**config.mk**
```make
export PLATFORM = sky130hd
export DESIGN_NAME = burst_sram
export DESIGN_NICKNAME = d
export VERILOG_FILES = /design/src/rtl/burst_sram_pkg.sv /design/src/rtl/bsram_ctrl.sv /design/src/rtl/bsram_datapath.sv /design/src/rtl/burst_sram.sv
export SDC_FILE = /design/constraint.sdc
export NUM_CORES = 2
export LEC_CHECK = 0
export ABC_AREA = 1
export BUFFER_PORTS_ARGS = -buffer_cell sky130_fd_sc_hd__buf_2
export CELL_PAD_IN_SITES_DETAIL_PLACEMENT = 1
export CELL_PAD_IN_SITES_GLOBAL_PLACEMENT = 1
export CORE_MARGIN = 2
export CORE_UTILIZATION = 46
export CTS_CLUSTER_SIZE = 8
export DETAILED_ROUTE_END_ITERATION = 8
export GPL_ROUTABILITY_DRIVEN = 0
export PLACE_DENSITY_LB_ADDON = 0.1
export SLEW_MARGIN = 15
export SYNTH_ARGS = -nofsm -noshare
export SYNTH_HDL_FRONTEND = slang
export SYNTH_SLANG_ARGS = --single-unit
```
**constraint.sdc**
```tcl
create_clock -name clk -period 2.32 [get_ports clk]
set_input_delay 0.232 -clock clk [delete_from_list [all_inputs] [get_ports clk]]
set_output_delay 0.232 -clock clk [all_outputs]
set_load 0.05 [all_outputs]
```
**src/rtl/burst_sram_pkg.sv**
```systemverilog
`timescale 1ns/1ps
package burst_sram_pkg;

  localparam int BURST_W = 2;

  typedef struct packed {
    logic readBeat;
    logic writeBeat;
    logic forceHiZ;
  } bsram_strobe_t;

  typedef enum logic [1:0] {
    STEP_IDLE,
    STEP_START,
    STEP_ADVANCE,
    STEP_HOLD
  } beat_step_e;

  function automatic logic [BURST_W-1:0] burstLow(
    input logic [BURST_W-1:0] startOff,
    input logic [BURST_W-1:0] beatCnt,
    input logic               interleave
  );
    if (interleave) return startOff ^ beatCnt;
    return startOff + beatCnt;
  endfunction

endpackage

```
**src/rtl/bsram_ctrl.sv**
```systemverilog
`timescale 1ns/1ps
module bsram_ctrl
  import burst_sram_pkg::*;
#(
  parameter int ADDR_W      = 6,
  parameter int LANES       = 4,
  parameter int RECOVER_CYC = 2
) (
  input  logic              clk,
  input  logic              rstN,
  input  logic [ADDR_W-1:0] addr,
  input  logic              adspN,
  input  logic              adscN,
  input  logic              advN,
  input  logic              ce1N,
  input  logic              ce2,
  input  logic              ce3N,
  input  logic              gwN,
  input  logic              bweN,
  input  logic [LANES-1:0]  bwN,
  input  logic              zz,
  input  logic              modeInterleave,
  output logic [ADDR_W-1:0] beatAddr,
  output logic [LANES-1:0]  laneWe,
  output bsram_strobe_t     strobes
);

  localparam int HI_W   = ADDR_W - BURST_W;
  localparam int RCNT_W = $clog2(RECOVER_CYC + 1);

  logic [HI_W-1:0]    baseHiQ;
  logic [BURST_W-1:0] startOffQ;
  logic [BURST_W-1:0] beatCntQ;
  logic               beatValidQ;
  logic               burstActiveQ;
  logic [RCNT_W-1:0]  recovCntQ;

  logic       chipSel;
  logic       sleepBlock;
  logic       adspSeen;
  logic       startReq;
  logic       writeReq;
  beat_step_e step;

  assign chipSel    = !ce1N && ce2 && !ce3N;
  assign sleepBlock = zz || (recovCntQ != '0);
  assign adspSeen   = !adspN && !ce1N && !(burstActiveQ && !advN);
  assign startReq   = adspSeen || !adscN;
  assign writeReq   = !gwN || (!bweN && (bwN != '1));

  always_comb begin
    if (sleepBlock)        step = STEP_IDLE;
    else if (startReq)     step = chipSel ? STEP_START : STEP_IDLE;
    else if (burstActiveQ) step = advN ? STEP_HOLD : STEP_ADVANCE;
    else                   step = STEP_IDLE;
  end

  always_ff @(posedge clk or negedge rstN) begin
    if (!rstN) begin
      baseHiQ      <= '0;
      startOffQ    <= '0;
      beatCntQ     <= '0;
      beatValidQ   <= 1'b0;
      burstActiveQ <= 1'b0;
    end else begin
      unique case (step)
        STEP_START: begin
          baseHiQ      <= addr[ADDR_W-1:BURST_W];
          startOffQ    <= addr[BURST_W-1:0];
          beatCntQ     <= '0;
          beatValidQ   <= 1'b1;
          burstActiveQ <= 1'b1;
        end
        STEP_ADVANCE: begin
          beatCntQ   <= beatCntQ + 1'b1;
          beatValidQ <= 1'b1;
        end
        STEP_HOLD: begin
          beatValidQ <= 1'b1;
        end
        default: begin
          beatValidQ   <= 1'b0;
          burstActiveQ <= 1'b0;
        end
      endcase
    end
  end

  always_ff @(posedge clk or negedge rstN) begin
    if (!rstN)                 recovCntQ <= '0;
    else if (zz)               recovCntQ <= RCNT_W'(RECOVER_CYC);
    else if (recovCntQ != '0)  recovCntQ <= recovCntQ - 1'b1;
  end

  assign beatAddr = {baseHiQ, burstLow(startOffQ, beatCntQ, modeInterleave)};

  always_comb begin
    if (!gwN)       laneWe = '1;
    else if (!bweN) laneWe = ~bwN;
    else            laneWe = '0;
  end

  always_comb begin
    strobes.writeBeat = beatValidQ && writeReq && !zz;
    strobes.readBeat  = beatValidQ && !writeReq && !zz;
    strobes.forceHiZ  = writeReq || zz;
  end

endmodule

```
**src/rtl/bsram_datapath.sv**
```systemverilog
`timescale 1ns/1ps
module bsram_datapath
  import burst_sram_pkg::*;
#(
  parameter int ADDR_W = 6,
  parameter int LANES  = 4,
  parameter int LANE_W = 8
) (
  input  logic                    clk,
  input  logic                    rstN,
  input  logic [ADDR_W-1:0]       beatAddr,
  input  logic [LANES-1:0]        laneWe,
  input  bsram_strobe_t           strobes,
  input  logic                    oeN,
  input  logic [LANES*LANE_W-1:0] dqIn,
  output logic [LANES*LANE_W-1:0] dqOut,
  output logic                    dqOe
);

  localparam int DEPTH  = 1 << ADDR_W;
  localparam int DATA_W = LANES * LANE_W;

  logic [DATA_W-1:0] readWord;
  logic [DATA_W-1:0] outQ;
  logic              rdValidQ;

  for (genvar l = 0; l < LANES; l++) begin : g_lane
    logic [LANE_W-1:0] laneMem [DEPTH];

    always_ff @(posedge clk) begin
      if (strobes.writeBeat && laneWe[l])
        laneMem[beatAddr] <= dqIn[l*LANE_W +: LANE_W];
    end

    assign readWord[l*LANE_W +: LANE_W] = laneMem[beatAddr];
  end

  always_ff @(posedge clk or negedge rstN) begin
    if (!rstN) begin
      rdValidQ <= 1'b0;
      outQ     <= '0;
    end else begin
      rdValidQ <= strobes.readBeat;
      if (strobes.readBeat) outQ <= readWord;
    end
  end

  assign dqOut = outQ;
  assign dqOe  = rdValidQ && !oeN && !strobes.forceHiZ;

endmodule

```
**src/rtl/burst_sram.sv**
```systemverilog
`timescale 1ns/1ps
module burst_sram
  import burst_sram_pkg::*;
#(
  parameter int ADDR_W      = 6,
  parameter int LANES       = 4,
  parameter int LANE_W      = 8,
  parameter int RECOVER_CYC = 2
) (
  input  logic                    clk,
  input  logic                    rstN,
  input  logic [ADDR_W-1:0]       addr,
  input  logic                    adspN,
  input  logic                    adscN,
  input  logic                    advN,
  input  logic                    ce1N,
  input  logic                    ce2,
  input  logic                    ce3N,
  input  logic                    gwN,
  input  logic                    bweN,
  input  logic [LANES-1:0]        bwN,
  input  logic                    oeN,
  input  logic                    zz,
  input  logic                    modeInterleave,
  input  logic [LANES*LANE_W-1:0] dqIn,
  output logic [LANES*LANE_W-1:0] dqOut,
  output logic                    dqOe
);

  logic [ADDR_W-1:0] beatAddr;
  logic [LANES-1:0]  laneWe;
  bsram_strobe_t     ctrlStrobes;

  bsram_ctrl #(
    .ADDR_W     (ADDR_W),
    .LANES      (LANES),
    .RECOVER_CYC(RECOVER_CYC)
  ) i_ctrl (
    .clk           (clk),
    .rstN          (rstN),
    .addr          (addr),
    .adspN         (adspN),
    .adscN         (adscN),
    .advN          (advN),
    .ce1N          (ce1N),
    .ce2           (ce2),
    .ce3N          (ce3N),
    .gwN           (gwN),
    .bweN          (bweN),
    .bwN           (bwN),
    .zz            (zz),
    .modeInterleave(modeInterleave),
    .beatAddr      (beatAddr),
    .laneWe        (laneWe),
    .strobes       (ctrlStrobes)
  );

  bsram_datapath #(
    .ADDR_W(ADDR_W),
    .LANES (LANES),
    .LANE_W(LANE_W)
  ) i_datapath (
    .clk     (clk),
    .rstN    (rstN),
    .beatAddr(beatAddr),
    .laneWe  (laneWe),
    .strobes (ctrlStrobes),
    .oeN     (oeN),
    .dqIn    (dqIn),
    .dqOut   (dqOut),
    .dqOe    (dqOe)
  );

endmodule

```
==> impl_metrics.ini <==
[logic_synthesis]
netlist_area_mm2 = 0.0894
synth_common_cells = 4951 x nand2_1, 2048 x edfxtp_1, 417 x nand3_1
avgSynthCellArea_um2 = 10.2
synth.yosys.seq_area_share_pct = 70.1
yosysMostFrequentCell = nand2_1
postSynthCellCount = 8735
synthArstFlopShare_pct = 2.15
synthTopCellsByArea = edfxtp_1 69%, nand2_1 21%, nand3_1 2.3%
synth_edf_count = 2048
synth_warnings = 0
synth_seq_cells = 2093
ys_types = 29
yosysTopAreaCell = edfxtp_1
synth-main-ff-cell = edfxtp_1
synth_fp_nets = 8796
yosys.area.top_type_share_pct = 68.8

[grt]
grt_pass1_wl_mm = 464
antenna_found_initial = 13
grtUsageTotal_pct = 31.8
grt.overflow.total = 0
grt_max_degree = 68
first_global_vias = 71500

[floorplanning]
die_w_um = 445
std_cell_rows = 161
coreArea_mm2 = 0.193
die_area_mm2 = 0.198
io_pins = 88
die_h_um = 445
start_util_pct = 46.4

[clock_network]
htreeDepth = 5
clock_path_buffers = 4
root_buffer = clkbuf_16
insertion_delay_ps = 950
cts_tree = built
clkTransAtPathRegs_ps = 50
numCtsBuffers = 312
clock-sinks = 2093

[routing]
wl_per_cell_um = 26.4
vias_per_cell = 5.55
drt_pass1_iterations = 5
num_vias = 67700
drt_iter0_drc = 6593
drc = 0
drt-total-wl_mm = 321
ant_nets = 0

[critical_path]
start_kind = register
critical-path-slowest-cell = dfrtp_1
endpoint_kind = register
r2r_start = i_ctrl.startOffQ[0]$_DFFE_PN0P_
critPathArrivalTime_ps = 3450
rr_endpoint = i_datapath.dqOut[15]$_DFFE_PN0P_
crit_fanout = 25
cp_common_cell = nand2_1
slowest_delay_ps = 410
cp_data_required_time_ps = 3190
r2r_cells = 15
reg2reg_slack_ps = -260
worstSetupPathType = register to register
cp_cell_sequence = ha_4, buf_4, clkbuf_16, buf_4, buf_12, nand2_1, a21boi_0, o21ai_1, nand2_1, nand2_1, nand2_1, nand2_2, nor2_1, buf_4, a21oi_1

[timing]
setup_violations = 1849
drv_slew = 0
tightest_slew_ps = 878
worst_slack_ps = -261
hold_viol = 0
setup_tns_ps = -179570
skew_ps = 57.8
timing.fmax_ghz = 0.387
grt_setup_unrepaired = true
relSlewSlack_pct = 41.5
period_share_pct = 111
min_period_ps = 2580
hold_ws_ps = 84.0

[placement]
place_area_mm2 = 0.101
post-place-ws_ps = -519
post-dp-hpwl_mm = 205
port_buffers = 87

[final_layout]
final_area_mm2 = 0.112
fill_cells = 20200
final_nets = 9598
multi_input_area_mm2 = 0.0252
area_growth_pct = 25.1
register_area_mm2 = 0.0626
drive_gt1_share_pct = 16.5

[power]
leakage_nw = 46.1
power_density_mw_per_mm2 = 1240
peakVddDrop_mv = 0.764

[worst_hold_path]
min_to = i_ctrl.baseHiQ[1]$_DFFE_PN0P_
hold_depth = 4
min_from = addr[3]
hold_class = input pin to register

[outcome]
violations = negative setup slack
status = finished, violations left

[run]
maxCapViolCount = 0
how the worst max path moves through the flow:
stage	from	endpoint	slack (ps)	cells after the start
floorplan	i_ctrl.beatCntQ[0]$_DFFE_PN0P_	i_datapath.g_lane[2].laneMem[24][0]$_DFFE_PP_	-120	11
global placement	i_ctrl.beatCntQ[0]$_DFFE_PN0P_	i_datapath.g_lane[3].laneMem[41][0]$_DFFE_PP_	-510	10
finish	i_ctrl.startOffQ[0]$_DFFE_PN0P_	i_datapath.dqOut[15]$_DFFE_PN0P_	-260	15
detailed placement	i_ctrl.startOffQ[0]$_DFFE_PN0P_	i_datapath.dqOut[4]$_DFFE_PN0P_	-520	17
global route	i_ctrl.startOffQ[0]$_DFFE_PN0P_	i_datapath.dqOut[6]$_DFFE_PN0P_	-360	17
CTS	i_ctrl.startOffQ[0]$_DFFE_PN0P_	i_datapath.dqOut[4]$_DFFE_PN0P_	-220	17
final cells by class:
| cell class | instances | share of cell area, % |
|---|---|---|
| sequential | 2093 | 56.0 |
| multi-input combinational | 6053 | 22.6 |
| timing repair buffer | 990 | 10.8 |
| clock buffer | 423 | 7.47 |
| tap | 2526 | 2.83 |
| inverter | 87 | 0.313 |
| clock inverter | 7 | 0.0682 |
| antenna | 4 | 0.00895 |
cell families after synthesis:
group | synth area share (%)
AOI/OAI and AO/OA | 1.93
adders and majority gates | 0.0840
buffers and inverters | 2.88
DFF | 70.1
muxes | 0.0462
and+or+nand+nor | 25.0
flip-flops by register name (all words and copies together), names as in the netlist:
signal and cells:
i_ctrl.baseHiQ 4, i_ctrl.beatCntQ 2, i_ctrl.beatValidQ 1, i_ctrl.burstActiveQ 1
i_ctrl.recovCntQ 2, i_ctrl.startOffQ 2, i_datapath.dqOut 32, i_datapath.g_lane.laneMem 2048
i_datapath.rdValidQ 1
critical path: cells and delay by family, from the launching register on:
family                   cells  cell delay [ps]
adder cells (fa/ha/maj)      1              400
AND/OR/NAND/NOR              6              450
AO/OA/AOI/OAI                3              430
buffers and inverters        5              830
flip-flops                   1              410
layout by cell type, fill, tap and decap left out, types with 6 or more instances in the layout:
cell and instances:
nor2_2 148, inv_1 79, buf_4 451, nor2_4 58, o21ai_1 25, clkbuf_16 334, inv_2 6, a21boi_0 126
clkbuf_1 105, edfxtp_1 2048, nor3_2 7, o21ai_0 116, nand3_1 413, nor2_1 131, or2_2 33, buf_6 78
dlygate4sd3_1 43, dfrtp_1 44, nand2_4 11, buf_8 7, a21oi_1 6, buf_16 23, buf_12 280, buf_2 87
nand2_1 4906, nand2_2 43
routing by layer:
layer | track usage, % | part of all wire (%) | vias up
met1 | 41.7 | 40 | 34200
met3 | 5.20 | 6.9 | 607
met2 | 52.1 | 48 | 2496
met4 | 14.7 | 5.0 | 2
met5 | 0 | 0.0022 | -
li1 | - | - | 30300
power by group:
group	leakage, nW	switching (mW)	internal (mW)
Sequential	19.0	0.736	41.9
Combinational	23.0	37.0	18.8
Clock	4.08	16.0	24.6
Total	46.1	53.7	85.3
through the flow:
stage	cells	power [mW]	utilization, %
after floorplan	8735	71.9	-
after global placement	11700	93.2	52.4
after detailed placement	11700	94.2	52.4
after CTS	12100	137	57.5
after global routing	12200	146	58.0
final	12200	139	58.0
repair_timing:
item,4_1_cts,5_1_grt
buffers inserted,13,15
pin swaps,12,16
endpoints found under the setup margin,1772,2024
hold buffers,43,0
resized for setup,209,123
endpoints found under the hold margin,1217,0
gates cloned,5,19
Power figures use the tool's default switching activity.
